===== src/rtl/draw_pkg.sv =====
`timescale 1ns/1ps
package draw_pkg;
    localparam int COORD_W   = 10;
    localparam int COL_W     = 3;
    localparam int PAGE_W    = 3;
    localparam int OFF_W     = 18;
    localparam int ADDR_W    = PAGE_W + OFF_W;
    localparam int REG_IDX_W = 4;

    typedef logic [COORD_W-1:0] coord_t;

    typedef enum logic [REG_IDX_W-1:0] {
        RI_X0_LO  = 4'd0,
        RI_X0_HI  = 4'd1,
        RI_Y0_LO  = 4'd2,
        RI_Y0_HI  = 4'd3,
        RI_X1_LO  = 4'd4,
        RI_X1_HI  = 4'd5,
        RI_Y1_LO  = 4'd6,
        RI_Y1_HI  = 4'd7,
        RI_COLOUR = 4'd8,
        RI_PAGE   = 4'd9,
        RI_CMD    = 4'd10
    } reg_idx_e;

    typedef enum logic [7:0] {
        OP_HLINE = 8'h01,
        OP_VLINE = 8'h02,
        OP_RECT  = 8'h03
    } op_e;

    typedef enum logic [1:0] {
        ST_IDLE,
        ST_SPAN,
        ST_MERGE
    } seq_st_e;

    typedef struct packed {
        coord_t             xl;
        coord_t             xr;
        coord_t             yt;
        coord_t             yb;
        logic [COL_W-1:0]   col;
        logic [PAGE_W-1:0]  page;
    } job_t;

    function automatic coord_t clip_coord(coord_t v, coord_t lim);
        return (v > lim) ? lim : v;
    endfunction

    function automatic logic [7:0] fill_byte(logic [COL_W-1:0] col);
        return {1'b0, col, 1'b0, col};
    endfunction

    function automatic logic [7:0] merge_byte(logic [7:0] old, logic [COL_W-1:0] col, logic odd);
        return odd ? {1'b0, col, old[3:0]} : {old[7:4], 1'b0, col};
    endfunction

    function automatic logic [ADDR_W-1:0] byte_addr(logic [PAGE_W-1:0] pg, coord_t x, coord_t y, int stride);
        logic [OFF_W-1:0] off;
        off = OFF_W'(y) * OFF_W'(stride) + OFF_W'(x >> 1);
        return {pg, off};
    endfunction
endpackage


===== src/rtl/draw_regs.sv =====
`timescale 1ns/1ps
module draw_regs
    import draw_pkg::*;
#(
    parameter int HRES = 640,
    parameter int VRES = 480
) (
    input  logic                 clk,
    input  logic                 rst,
    input  logic                 wr_en,
    input  logic [REG_IDX_W-1:0] wr_idx,
    input  logic [7:0]           wr_data,
    input  logic                 busy,
    output logic                 start,
    output job_t                 job
);
    localparam int     HI_W  = COORD_W - 8;
    localparam coord_t LIM_X = coord_t'(HRES - 1);
    localparam coord_t LIM_Y = coord_t'(VRES - 1);

    coord_t x0_q, y0_q, x1_q, y1_q;
    logic [COL_W-1:0]  col_q;
    logic [PAGE_W-1:0] page_q;

    always_ff @(posedge clk) begin
        if (rst) begin
            x0_q   <= '0;
            y0_q   <= '0;
            x1_q   <= '0;
            y1_q   <= '0;
            col_q  <= '0;
            page_q <= '0;
        end else if (wr_en && !busy) begin
            case (reg_idx_e'(wr_idx))
                RI_X0_LO:  x0_q[7:0]         <= wr_data;
                RI_X0_HI:  x0_q[COORD_W-1:8] <= wr_data[HI_W-1:0];
                RI_Y0_LO:  y0_q[7:0]         <= wr_data;
                RI_Y0_HI:  y0_q[COORD_W-1:8] <= wr_data[HI_W-1:0];
                RI_X1_LO:  x1_q[7:0]         <= wr_data;
                RI_X1_HI:  x1_q[COORD_W-1:8] <= wr_data[HI_W-1:0];
                RI_Y1_LO:  y1_q[7:0]         <= wr_data;
                RI_Y1_HI:  y1_q[COORD_W-1:8] <= wr_data[HI_W-1:0];
                RI_COLOUR: col_q             <= wr_data[COL_W-1:0];
                RI_PAGE:   page_q            <= wr_data[PAGE_W-1:0];
                default:   ;
            endcase
        end
    end

    logic op_ok;
    assign op_ok = (wr_data == OP_HLINE) || (wr_data == OP_VLINE) || (wr_data == OP_RECT);
    assign start = wr_en && !busy && (wr_idx == RI_CMD) && op_ok;

    // Clamp first, then pick the shape's corners, then order each axis.
    coord_t cx0, cy0, cx1, cy1, ax, bx, ay, by;
    always_comb begin
        cx0 = clip_coord(x0_q, LIM_X);
        cx1 = clip_coord(x1_q, LIM_X);
        cy0 = clip_coord(y0_q, LIM_Y);
        cy1 = clip_coord(y1_q, LIM_Y);
        ax  = cx0;
        bx  = cx1;
        ay  = cy0;
        by  = cy1;
        if (wr_data == OP_HLINE) by = cy0;
        else if (wr_data == OP_VLINE) bx = cx0;
        job.xl   = (ax <= bx) ? ax : bx;
        job.xr   = (ax <= bx) ? bx : ax;
        job.yt   = (ay <= by) ? ay : by;
        job.yb   = (ay <= by) ? by : ay;
        job.col  = col_q;
        job.page = page_q;
    end

    AST_LOCKED_WHILE_BUSY: assert property (@(posedge clk) disable iff (rst)
        busy |=> $stable({x0_q, y0_q, x1_q, y1_q, col_q, page_q}));
endmodule


===== src/rtl/draw_pack.sv =====
`timescale 1ns/1ps
module draw_pack
    import draw_pkg::*;
#(
    parameter int HRES = 640
) (
    input  logic [PAGE_W-1:0] page,
    input  coord_t            cur_x,
    input  coord_t            cur_y,
    input  logic [COL_W-1:0]  col,
    input  logic [7:0]        old_byte,
    output logic [ADDR_W-1:0] addr,
    output logic [7:0]        full_data,
    output logic [7:0]        merge_data
);
    localparam int STRIDE = HRES / 2;

    assign addr       = byte_addr(page, cur_x, cur_y, STRIDE);
    assign full_data  = fill_byte(col);
    assign merge_data = merge_byte(old_byte, col, cur_x[0]);
endmodule


===== src/rtl/draw_seq.sv =====
`timescale 1ns/1ps
module draw_seq
    import draw_pkg::*;
(
    input  logic              clk,
    input  logic              rst,
    input  logic              start,
    input  job_t              job,
    input  logic              mem_gnt,
    input  logic [7:0]        mem_rdata,
    output logic              busy,
    output logic              mem_req,
    output logic              mem_we,
    output logic              full_sel,
    output coord_t            cur_x,
    output coord_t            cur_y,
    output logic [COL_W-1:0]  cur_col,
    output logic [PAGE_W-1:0] cur_page,
    output logic [7:0]        old_byte
);
    seq_st_e st_q;
    job_t    job_q;
    coord_t  cx_q, cy_q;
    logic [7:0] rd_q;

    logic               full, adv, row_end, last;
    logic [COORD_W:0]   nx;

    assign full    = !cx_q[0] && (cx_q != job_q.xr);
    assign nx      = {1'b0, cx_q} + (COORD_W+1)'(full ? 2 : 1);
    assign row_end = nx > {1'b0, job_q.xr};
    assign last    = row_end && (cy_q == job_q.yb);
    assign adv     = mem_gnt && (((st_q == ST_SPAN) && full) || (st_q == ST_MERGE));

    always_ff @(posedge clk) begin
        if (rst) begin
            st_q <= ST_IDLE;
        end else begin
            case (st_q)
                ST_IDLE:  if (start) st_q <= ST_SPAN;
                ST_SPAN:  if (mem_gnt) begin
                              if (!full)     st_q <= ST_MERGE;
                              else if (last) st_q <= ST_IDLE;
                          end
                ST_MERGE: if (mem_gnt) st_q <= last ? ST_IDLE : ST_SPAN;
                default:  st_q <= ST_IDLE;
            endcase
        end
    end

    always_ff @(posedge clk) begin
        if (rst) begin
            job_q <= '0;
            cx_q  <= '0;
            cy_q  <= '0;
            rd_q  <= '0;
        end else begin
            if ((st_q == ST_IDLE) && start) begin
                job_q <= job;
                cx_q  <= job.xl;
                cy_q  <= job.yt;
            end else if (adv) begin
                if (row_end) begin
                    cx_q <= job_q.xl;
                    if (!last) cy_q <= cy_q + coord_t'(1);
                end else begin
                    cx_q <= nx[COORD_W-1:0];
                end
            end
            if ((st_q == ST_SPAN) && mem_gnt && !full) rd_q <= mem_rdata;
        end
    end

    assign busy     = (st_q != ST_IDLE);
    assign mem_req  = busy;
    assign mem_we   = ((st_q == ST_SPAN) && full) || (st_q == ST_MERGE);
    assign full_sel = (st_q == ST_SPAN);
    assign cur_x    = cx_q;
    assign cur_y    = cy_q;
    assign cur_col  = job_q.col;
    assign cur_page = job_q.page;
    assign old_byte = rd_q;

    AST_ROW_MONOTONIC: assert property (@(posedge clk) disable iff (rst)
        (busy && $past(busy)) |-> (cur_y >= $past(cur_y)));
    AST_CURSOR_IN_SPAN: assert property (@(posedge clk) disable iff (rst)
        busy |-> (cur_x >= job_q.xl && cur_x <= job_q.xr));
endmodule


===== src/rtl/draw_engine.sv =====
`timescale 1ns/1ps
module draw_engine
    import draw_pkg::*;
#(
    parameter int HRES = 640,
    parameter int VRES = 480
) (
    input  logic                 clk,
    input  logic                 rst,
    input  logic                 reg_wr,
    input  logic [REG_IDX_W-1:0] reg_idx,
    input  logic [7:0]           reg_wdata,
    output logic                 busy,
    output logic                 mem_req,
    output logic                 mem_we,
    input  logic                 mem_gnt,
    output logic [ADDR_W-1:0]    mem_addr,
    output logic [7:0]           mem_wdata,
    input  logic [7:0]           mem_rdata
);
    localparam int PAGE_BYTES = HRES * VRES / 2;

    logic              start, full_sel;
    job_t              job;
    coord_t            cur_x, cur_y;
    logic [COL_W-1:0]  cur_col;
    logic [PAGE_W-1:0] cur_page;
    logic [7:0]        old_byte, full_data, merge_data;

    draw_regs #(.HRES(HRES), .VRES(VRES)) regs_i (
        .clk(clk), .rst(rst), .wr_en(reg_wr), .wr_idx(reg_idx),
        .wr_data(reg_wdata), .busy(busy), .start(start), .job(job)
    );

    draw_seq seq_i (
        .clk(clk), .rst(rst), .start(start), .job(job),
        .mem_gnt(mem_gnt), .mem_rdata(mem_rdata), .busy(busy),
        .mem_req(mem_req), .mem_we(mem_we), .full_sel(full_sel),
        .cur_x(cur_x), .cur_y(cur_y), .cur_col(cur_col),
        .cur_page(cur_page), .old_byte(old_byte)
    );

    draw_pack #(.HRES(HRES)) pack_i (
        .page(cur_page), .cur_x(cur_x), .cur_y(cur_y), .col(cur_col),
        .old_byte(old_byte), .addr(mem_addr),
        .full_data(full_data), .merge_data(merge_data)
    );

    assign mem_wdata = full_sel ? full_data : merge_data;

    AST_START_BUSY: assert property (@(posedge clk) disable iff (rst)
        (reg_wr && !busy && reg_idx == RI_CMD && reg_wdata == OP_RECT) |=> busy);
    AST_REQ_HOLD: assert property (@(posedge clk) disable iff (rst)
        (mem_req && !mem_gnt) |=> (mem_req && $stable(mem_addr) && $stable(mem_we) && $stable(mem_wdata)));
    AST_RMW_PAIR: assert property (@(posedge clk) disable iff (rst)
        (mem_req && !mem_we && mem_gnt) |=> (mem_req && mem_we && mem_addr == $past(mem_addr)));
    AST_QUIET_IDLE: assert property (@(posedge clk) disable iff (rst)
        !busy |-> !mem_req);
    AST_ADDR_IN_PAGE: assert property (@(posedge clk) disable iff (rst)
        mem_req |-> (int'(mem_addr[OFF_W-1:0]) < PAGE_BYTES));
endmodule


===== config.mk =====
export PLATFORM = sky130hd
export DESIGN_NAME = draw_engine
export DESIGN_NICKNAME = d
export VERILOG_FILES = /design/src/rtl/draw_pkg.sv /design/src/rtl/draw_regs.sv /design/src/rtl/draw_pack.sv /design/src/rtl/draw_seq.sv /design/src/rtl/draw_engine.sv
export SDC_FILE = /design/constraint.sdc
export NUM_CORES = 1
export LEC_CHECK = 0
export ABC_AREA = 0
export BUFFER_PORTS_ARGS = -buffer_cell sky130_fd_sc_hd__buf_2
export CAP_MARGIN = 20
export CORE_UTILIZATION = 50
export DETAILED_ROUTE_END_ITERATION = 7
export GPL_TIMING_DRIVEN = 0
export PLACE_DENSITY = 0.81
export SYNTH_ARGS = -nofsm -noshare
export SYNTH_HDL_FRONTEND = slang
export SYNTH_HIERARCHICAL = 1
export SYNTH_SLANG_ARGS = --single-unit

===== constraint.sdc =====
create_clock -name clk -period 4.3 [get_ports clk]
set_clock_uncertainty 0.1 [all_clocks]
set_input_delay 0.43 -clock clk [delete_from_list [all_inputs] [get_ports clk]]
set_output_delay 0.43 -clock clk [all_outputs]
set_load 0.01 [all_outputs]

==> results of run 1 <==
[kinds of logic (layout without fill, tap and decap cells)]
group                    after synthesis  in the layout  synth area share (%)
XOR/XNOR                              43             43                 4.818
flip-flops                           112            112                 28.68
buffers and inverters                126            201                 7.954
AO/OA/AOI/OAI                        219            219                 18.71
adder cells (fa/ha/maj)               53             53                 8.675
AND/OR/NAND/NOR                      353            353                 21.72
multiplexers                          67             67                 9.299
other                                  3              6                0.1440
[registers in the layout, summed over array words and instances, names as in the netlist]
signal	flops
seq_i/cur_y	10
regs_i/y0_q	10
seq_i/old_byte	8
regs_i/page_q	3
regs_i/x0_q	10
seq_i/cur_x	10
regs_i/x1_q	10
regs_i/col_q	3
seq_i/st_q	2
seq_i/job_q	30
regs_i/y1_q	10
seq_i/cur_page	3
seq_i/cur_col	3
[cells in the mapped netlist (8+ instances only)]
cell,count
mux2_2,8
nor2_1,66
inv_1,47
a21oi_1,112
mux2_4,9
dfxtp_1,112
nand2_1,152
o31ai_2,9
xor2_1,23
nor2b_1,8
o21ai_0,12
mux2i_1,49
clkbuf_1,37
a221oi_1,10
and3_1,8
buf_4,26
nor4_1,11
nand4_1,10
xnor2_1,20
o21ai_1,8
ha_1,51
nand3_1,53
o31ai_1,10
[cell type report]
type | instances | area share, %
multi-input combinational | 741 | 57.58
sequential | 112 | 25.39
buffer | 77 | 5.055
timing repair buffer | 61 | 3.625
tap | 211 | 2.988
clock buffer | 10 | 2.591
inverter | 48 | 2.039
clock inverter | 5 | 0.7363
[metal layers]
layer / wire (um) / global-route usage [%] / part of all wire, % / up-vias
met5: 0 / 0 / 0 / -
met4: 397 / 7.493 / 2.0 / 0
met3: 1401 / 3.224 / 6.9 / 42
met2: 9294 / 40.76 / 46 / 302
met1: 9260 / 34.76 / 45 / 3432
li1: - / - / - / 3562
[path summary, 6_finish.rpt]
kind                  startpoint           endpoint  slack (ns)  cells after the start
setup reg to reg  seq_i/cur_x[0]     seq_i/cur_x[0]        0.07                     17
hold / removal      mem_rdata[0]  seq_i/old_byte[0]        0.21                      3
setup / recovery  seq_i/cur_x[0]     seq_i/cur_x[0]        0.07                     17
hold reg to reg   regs_i/x1_q[0]     regs_i/x1_q[0]        0.35                      2
[timing repair]
item                       CTS  global route
hold endpoints to repair     0             0
buffers inserted             0             6
setup endpoints to repair   21            20
gates resized for setup     10            18
gates cloned                 0             1
pin swaps                    1             9
[worst max-delay path, stage by stage (launching register included)]
cell and delay (ns):
dfxtp_1 0.32, buf_4 0.18, xor2_1 0.18, nor4_2 0.32, buf_4 0.20, a31oi_4 0.14, ha_4 0.27, a21oi_4 0.23
nor2_1 0.10, xnor2_1 0.15, ha_1 0.31, nand4_1 0.18, nor3_2 0.35, o32ai_4 0.21, buf_4 0.21, o31ai_1 0.27
a21oi_1 0.10, o41ai_2 0.31
[power by group]
group,switching [mW],internal [mW],leakage [nW],total (mW)
registers,0.00457,1.04,0.903,1.05
clock network,0.406,0.457,0.144,0.864
logic,0.135,0.0902,2.68,0.225
[stage by stage]
| stage | total power [mW] | utilization (%) |
|---|---|---|
| 2_1_floorplan | 1.237 | - |
| 3_3_place_gp | 1.286 | 54.81 |
| 3_5_place_dp | 1.290 | 54.81 |
| 4_1_cts | 2.138 | 57.04 |
| 5_1_grt | 2.198 | 57.91 |
| 6_report | 2.135 | 57.91 |
==> flow_summary.ini, run 1 <==
[critical_path]
arrival_ns = 4.38
cp_max_fo = 6
end_kind = register
crit_type = register to register
crit_required_ns = 4.45
start_kind = register

[synth]
synth_area_leaders = dfxtp_1 29%, ha_1 8.2%, nand2_1 7.3%
synth_flop_cell = dfxtp_1
synth-edff-count = 0
avgSynthCellArea_um2 = 8.010
ys_seq_area_share_pct = 28.68
synth_top_area_cell = dfxtp_1
synth_top_cell_area_share_pct = 28.68
ys_types = 75
synthCells = 976
synthArstFlopShare_pct = 0
ys_seq_elements = 112
yosysWarnings = 6
netlist_area_um2 = 7817

[place]
io_buffers = 54
place_ws_ns = -0.5768
placed_cell_area_um2 = 8363
gp_congestion = 0.9231
dp_hpwl_mm = 14.96
dpl.cell_count = 1244

[sta]
setup_viol = 0
fmax_mhz = 236.4
setup-tns-final_ns = 0
post-route-period-util_pct = 98.39
finalCriticalPeriod_ns = 4.231
finalWorstSetupSlack_ns = 0.06925
hold_ws_ns = 0.2116
drv_slew = 0
finalHoldViolCount = 0
tightest_slew_ns = 0.7164
relSlewSlack_pct = 51.57

[global_route]
grt_pass1_wl_mm = 32.59
grt_max_degree = 19
grt_pass1_vias = 6686
grtUsageTotal_pct = 25.08
overflow = 0
antenna_found_initial = 0

[final_layout]
areaGrowthSynthToFinish_pct = 13.03
seqCellArea_um2 = 2243
final_common_cell = nand2_1
diodes = 0
finalNonFillerCells = 1265
multiInputGateArea_um2 = 5087
fill_cells = 1383
final_nets = 1127
drive_above_1_share_pct = 16.70
final_cell_mix = 151 x nand2_1, 111 x dfxtp_1, 109 x a21oi_1
fin_area_um2 = 8836

[pwr]
peakVddDrop_v = 0.0002011
power_density_nw_per_um2 = 241.7
p_leak_nw = 3.728

[route]
first_pass_iters = 5
wl_mm = 20.35
vias_per_cell = 5.801
drt-initial-drc-count = 695
wl_per_cell_um = 16.09
ant_nets = 0
vias = 7338
drc = 0

[floorplan]
std_cell_rows = 45
die_area_um2 = 16140
fp.dieW_um = 127.0
start_util_pct = 51.23
ios = 56
design.core.area_um2 = 15260
die_y_um = 127.0

[clock_network]
htree_levels = 3
clk_pin_slew_ns = 0.08
cts_tree = built
cts_root_buf = clkbuf_16
cts.sinks = 112
cts-hold-fix-buffers = 0
cts_max_path_buffers = 2
clk_latency_ns = 0.36
cts_buffers = 9

[outcome]
status = complete, no violations

[flow_run]
max_cap_viol_count = 0

[hold_path]
hp-class = primary input to register
No activity file was read; power rests on OpenSTA's default activity.
==> run 2: changes to the inputs <==
--- a/config.mk
+++ b/config.mk
@@ -11,6 +11,8 @@
 export CORE_UTILIZATION = 50
 export DETAILED_ROUTE_END_ITERATION = 7
 export GPL_TIMING_DRIVEN = 0
+export HOLD_SLACK_MARGIN = 0.03
+export MAX_ROUTING_LAYER = met4
 export PLACE_DENSITY = 0.81
 export SYNTH_ARGS = -nofsm -noshare
 export SYNTH_HDL_FRONTEND = slang
==> run 2 against run 1 <==
Compared with the run above:
- setup slack better by 0.087 ns
- largest power group unchanged
- cell count unchanged
- highest routed layer unchanged
- final area grew 0.17%
- largest cell class unchanged
- register-to-register slack better by 0.09 ns
==> flow_summary.ini, run 2 (synthesis results as in run 1) <==
[floorplan]
die_area_um2 = 16140
start_util_pct = 51.23
ios = 56
die_y_um = 127.0
design.core.area_um2 = 15260
fp.dieW_um = 127.0
std_cell_rows = 45

[global_route]
grt_pass1_vias = 6712
overflow = 0
grt_max_degree = 18
antenna_found_initial = 0
grtUsageTotal_pct = 25.95
grt_pass1_wl_mm = 32.46

[route]
first_pass_iters = 5
drc = 0
wl_mm = 20.17
vias_per_cell = 5.759
ant_nets = 0
vias = 7285
wl_per_cell_um = 15.95
drt-initial-drc-count = 639

[critical_path]
r2r_slack_ns = 0.16
crit_chain = clkbuf_4 -> xor2_2 -> nor4_4 -> a31oi_4 -> ha_2 -> a21oi_4 -> nor3_1 -> xnor2_1 -> ha_1 -> nand3_1 -> nor3_2 -> o32ai_4 -> buf_4 -> o31ai_1 -> a21oi_1 -> o41ai_1
regToRegStartpoint = seq_i/cur_x[0]
critPathSlowestCell = ha_2
r2r_end = seq_i/cur_x[0]
cp_max_fo = 6
crit_type = register to register
end_kind = register
start_kind = register
slowest_delay_ns = 0.41
arrival_ns = 4.31
crit_required_ns = 4.46
ff2ff_path_depth = 16

[clock_network]
cts.sinks = 112
clk_latency_ns = 0.36
cts_tree = built
cts_max_path_buffers = 2
cts_root_buf = clkbuf_16
htree_levels = 3
cts-hold-fix-buffers = 0
cts_buffers = 9
clk_pin_slew_ns = 0.07

[final_layout]
fill_cells = 1402
final_cell_mix = 151 x nand2_1, 109 x a21oi_1, 107 x dfxtp_1
fin_util_pct = 58.01
final_nets = 1127
diodes = 0
top_register = seq_i/job_q
drive_above_1_share_pct = 17.27
final_common_cell = nand2_1
areaGrowthSynthToFinish_pct = 13.22
finalNonFillerCells = 1265
largest_register_ffs = 30

[sta]
setup_viol = 0
post-route-period-util_pct = 96.36
fmax_mhz = 241.3
finalWorstSetupSlack_ns = 0.1564
relSlewSlack_pct = 53.87
tightest_slew_ns = 0.6824
hold_ws_ns = 0.2047
drv_slew = 0
finalHoldViolCount = 0
finalCriticalPeriod_ns = 4.144

[hold_path]
hp-class = primary input to register
worstHoldPathCells = 3
hp-start = mem_rdata[4]
min_to = seq_i/old_byte[4]

[pwr]
power_density_nw_per_um2 = 244.6
peakVddDrop_v = 0.0002779
p_leak_nw = 3.740
finalPower_mw = 2.165

[place]
dpl.cell_count = 1244
place_ws_ns = -0.6360
dp_hpwl_mm = 15.12
gp_congestion = 0.9541
io_buffers = 54

[flow_run]
max_cap_viol_count = 0

[outcome]
status = complete, no violations
run 2: changes by cell type in the layout (fill, tap and decap cells not counted), sizes merged:
cell	delta
clkinv	+1
clkinvlp	+2
inv	-3
buf	-1
bufinv	+1
run 2: worst max-delay path: cells and delay by family (launching register included):
kind	cells	cell delay, ns
flip-flops	1	0.32
AO/OA/AOI/OAI	6	1.15
adder cells (fa/ha/maj)	2	0.74
AND/OR/NAND/NOR	4	0.97
buffers and inverters	2	0.39
XOR/XNOR	2	0.36
run 2: area by class of cell:
| class | instances | area (um2) | share of cell area, % |
|---|---|---|---|
| plain buffers | 77 | 442.9 | 5.004 |
| clock buffers | 9 | 225.2 | 2.545 |
| clock inverters | 6 | 85.08 | 0.9613 |
| inverters | 48 | 180.2 | 2.036 |
| multi-input cells | 741 | 5082 | 57.42 |
| flip-flops and latches | 112 | 2248 | 25.40 |
| well taps | 211 | 264.0 | 2.983 |
| repair buffers | 61 | 322.8 | 3.647 |
run 2: through the flow:
step | TNS, ns | area [um2]
2_1_floorplan | 0 | 7829
3_3_place_gp | -8.260 | 8363
3_5_place_dp | -9.820 | 8363
4_1_cts | 0 | 8733
5_1_grt | -0.03949 | 8851
6_report | 0 | 8851
run 2: repair_timing:
item | in CTS | in global routing
gates resized for setup | 11 | 19
buffers inserted | 1 | 6
endpoints found under the setup margin | 21 | 21
pin swaps | 1 | 6
cloned | 0 | 0
run 2: report_power, final:
part,internal [mW],switching [mW]
Clock,0.505,0.388
Combinational,0.0904,0.134
Sequential,1.04,0.00465
run 2: worst max-delay path by stage:
stage	start	endpoint	slack, ns	depth (start not counted)
4_1_cts	seq_i/cur_x[7]	seq_i/cur_y[7]	0.01	15
2_1_floorplan	seq_i/cur_x[0]	seq_i/cur_y[7]	0.12	17
6_report	seq_i/cur_x[0]	seq_i/cur_x[0]	0.16	16
3_5_place_dp	seq_i/cur_x[0]	seq_i/cur_y[7]	-0.64	17
5_1_grt	seq_i/job_q[30]	seq_i/cur_x[0]	-0.02	15
3_3_place_gp	seq_i/cur_x[0]	seq_i/cur_y[7]	-0.61	17
run 2: routing by layer:
layer  track usage [%]  wire length [um]  vias to the layer above
met4             8.824               329                        0
met2             40.95              9357                      231
li1                  -                 -                     3570
met1             34.21              9271                     3451
met5                 -                 0                        -
met3             3.518              1215                       33
==> run 3: changes to the inputs <==
--- a/config.mk
+++ b/config.mk
@@ -14,6 +14,7 @@
 export HOLD_SLACK_MARGIN = 0.03
 export MAX_ROUTING_LAYER = met4
 export PLACE_DENSITY = 0.81
+export REMOVE_ABC_BUFFERS = 1
 export SYNTH_ARGS = -nofsm -noshare
 export SYNTH_HDL_FRONTEND = slang
 export SYNTH_HIERARCHICAL = 1
==> run 3 against run 2 <==
Compared with the run above:
- critical path depth down 1
- cell count down 5.4%
- clock power up 3.2%
- count of clock-buffer cells in the layout up 3
- power up 0.53%
- setup slack worse by 0.018 ns
- first-iteration DRC count down 32%
- maximum frequency down 0.43%
- worst hold slack about the same
- die area unchanged
- final area down 3.1%
- flip-flop and latch count unchanged
==> flow_summary.ini, run 3 (synthesis results as in run 1) <==
[outcome]
status = complete, no violations

[clock_network]
cts_tree = built
clk_latency_ns = 0.36
cts_max_path_buffers = 2
cts_root_buf = clkbuf_16
htree_levels = 3
cts_buffers = 9
clk_pin_slew_ns = 0.07
cts.sinks = 112

[final_layout]
finalNonFillerCells = 1197
top_register = seq_i/job_q
fin_util_pct = 56.20
diodes = 0
final_nets = 1058
largest_register_ffs = 30
final_common_cell = nand2_1
areaGrowthSynthToFinish_pct = 9.683
drive_above_1_share_pct = 15.52
multiInputGateArea_um2 = 5110
fin_area_um2 = 8574
seqCellArea_um2 = 2247
fill_cells = 1370
final_cell_mix = 151 x nand2_1, 110 x dfxtp_1, 109 x a21oi_1

[route]
wl_per_cell_um = 15.03
ant_nets = 0
drc = 0
vias = 6899
top_layer_used = met4
wl_mm = 17.99
dr_wl_met2_mm = 8.439
drt-initial-drc-count = 435
vias_per_cell = 5.764
wl_met3_um = 881
first_pass_iters = 5
met1_length_mm = 8.402

[sta]
setup-tns-final_ns = 0
post-route-period-util_pct = 96.78
finalWorstSetupSlack_ns = 0.1385
relSlewSlack_pct = 31.92
fmax_mhz = 240.3
drv_slew = 0
rsz0062_at_grt = true
finalHoldViolCount = 0
tightest_slew_ns = 1.021
finalCriticalPeriod_ns = 4.161
setup_viol = 0

[global_route]
overflow = 0
antenna_found_initial = 0
grt_pass1_wl_mm = 29.55
grt_max_degree = 84
grt_pass1_vias = 6374
grtUsageTotal_pct = 22.99

[hold_path]
hp-class = primary input to register
hp-start = mem_rdata[2]

[pwr]
peakVddDrop_v = 0.0003236
power_density_nw_per_um2 = 253.8
p_leak_nw = 3.558

[place]
io_buffers = 55
place_ws_ns = -0.8010
dp_hpwl_mm = 12.56
dpl.cell_count = 1172
gp_congestion = 0.8775
placed_cell_area_um2 = 8043

[floorplan]
design.core.area_um2 = 15260
die_area_um2 = 16140
start_util_pct = 51.23
std_cell_rows = 45
fp.dieW_um = 127.0
die_y_um = 127.0
ios = 56

[critical_path]
end_kind = register
regToRegStartpoint = seq_i/cur_x[4]
cp_max_fo = 12
cp-startpoint = seq_i/cur_x[4]
arrival_ns = 4.33
crit_required_ns = 4.47
crit_type = register to register
start_kind = register

[flow_run]
max_cap_viol_count = 0
-- run 3: what timing repair did --
action,4_1_cts,5_1_grt
pin swaps,1,4
hold buffers,0,0
endpoints found under the setup margin,21,17
buffers inserted,0,7
hold endpoints to repair,0,0
gates cloned,0,0
resized for setup,13,13
-- run 3: power by group --
group / internal [mW] / switching (mW) / total (mW)
combinational: 0.0832 / 0.124 / 0.208
sequential: 1.04 / 0.00436 / 1.05
clock: 0.544 / 0.379 / 0.923
total: 1.67 / 0.508 / 2.18
-- run 3: cell type report --
cell class	count	area share, %
repair buffers	69	5.136
clock inverters	4	0.8901
clock buffers	12	2.991
flip-flops and latches	112	26.21
well taps	211	3.079
multi-input cells	741	59.59
inverters	48	2.101
-- run 3: metrics by stage --
step,hold WS [ns],power [mW]
final,0.2049,2.176
after global placement,0.3404,1.264
after global routing,0.2085,2.246
after detailed placement,0.3452,1.273
after CTS,0.1976,2.186
after floorplan,0.3260,1.207
-- run 3: per-layer routing --
metal | track usage [%] | vias to the layer above
li1 | - | 3418
met1 | 29.51 | 3261
met2 | 36.94 | 198
met3 | 4.271 | 22
met4 | 6.653 | 0
met5 | - | -
-- run 3: critical path: stages (launching register included) --
cell       delay [ns]
dfxtp_1          0.35
xor2_1           0.22
nor4_4           0.41
a31oi_4          0.19
ha_2             0.25
a21oi_4          0.20
or2_4            0.18
nor2_1           0.06
xnor2_1          0.15
ha_1             0.32
nand4_1          0.19
a21oi_2          0.21
o211a_4          0.23
o2111ai_4        0.22
or4_1            0.56
a311oi_1         0.24
-- run 3: worst paths after layout --
check / to / slack [ns] / cells past startpoint
worst min register to register: regs_i/x1_q[0] / 0.36 / 2
worst min-delay path: seq_i/old_byte[2] / 0.20 / 3
worst max register to register: seq_i/cur_y[7] / 0.14 / 15
worst max-delay path: seq_i/cur_y[7] / 0.14 / 15
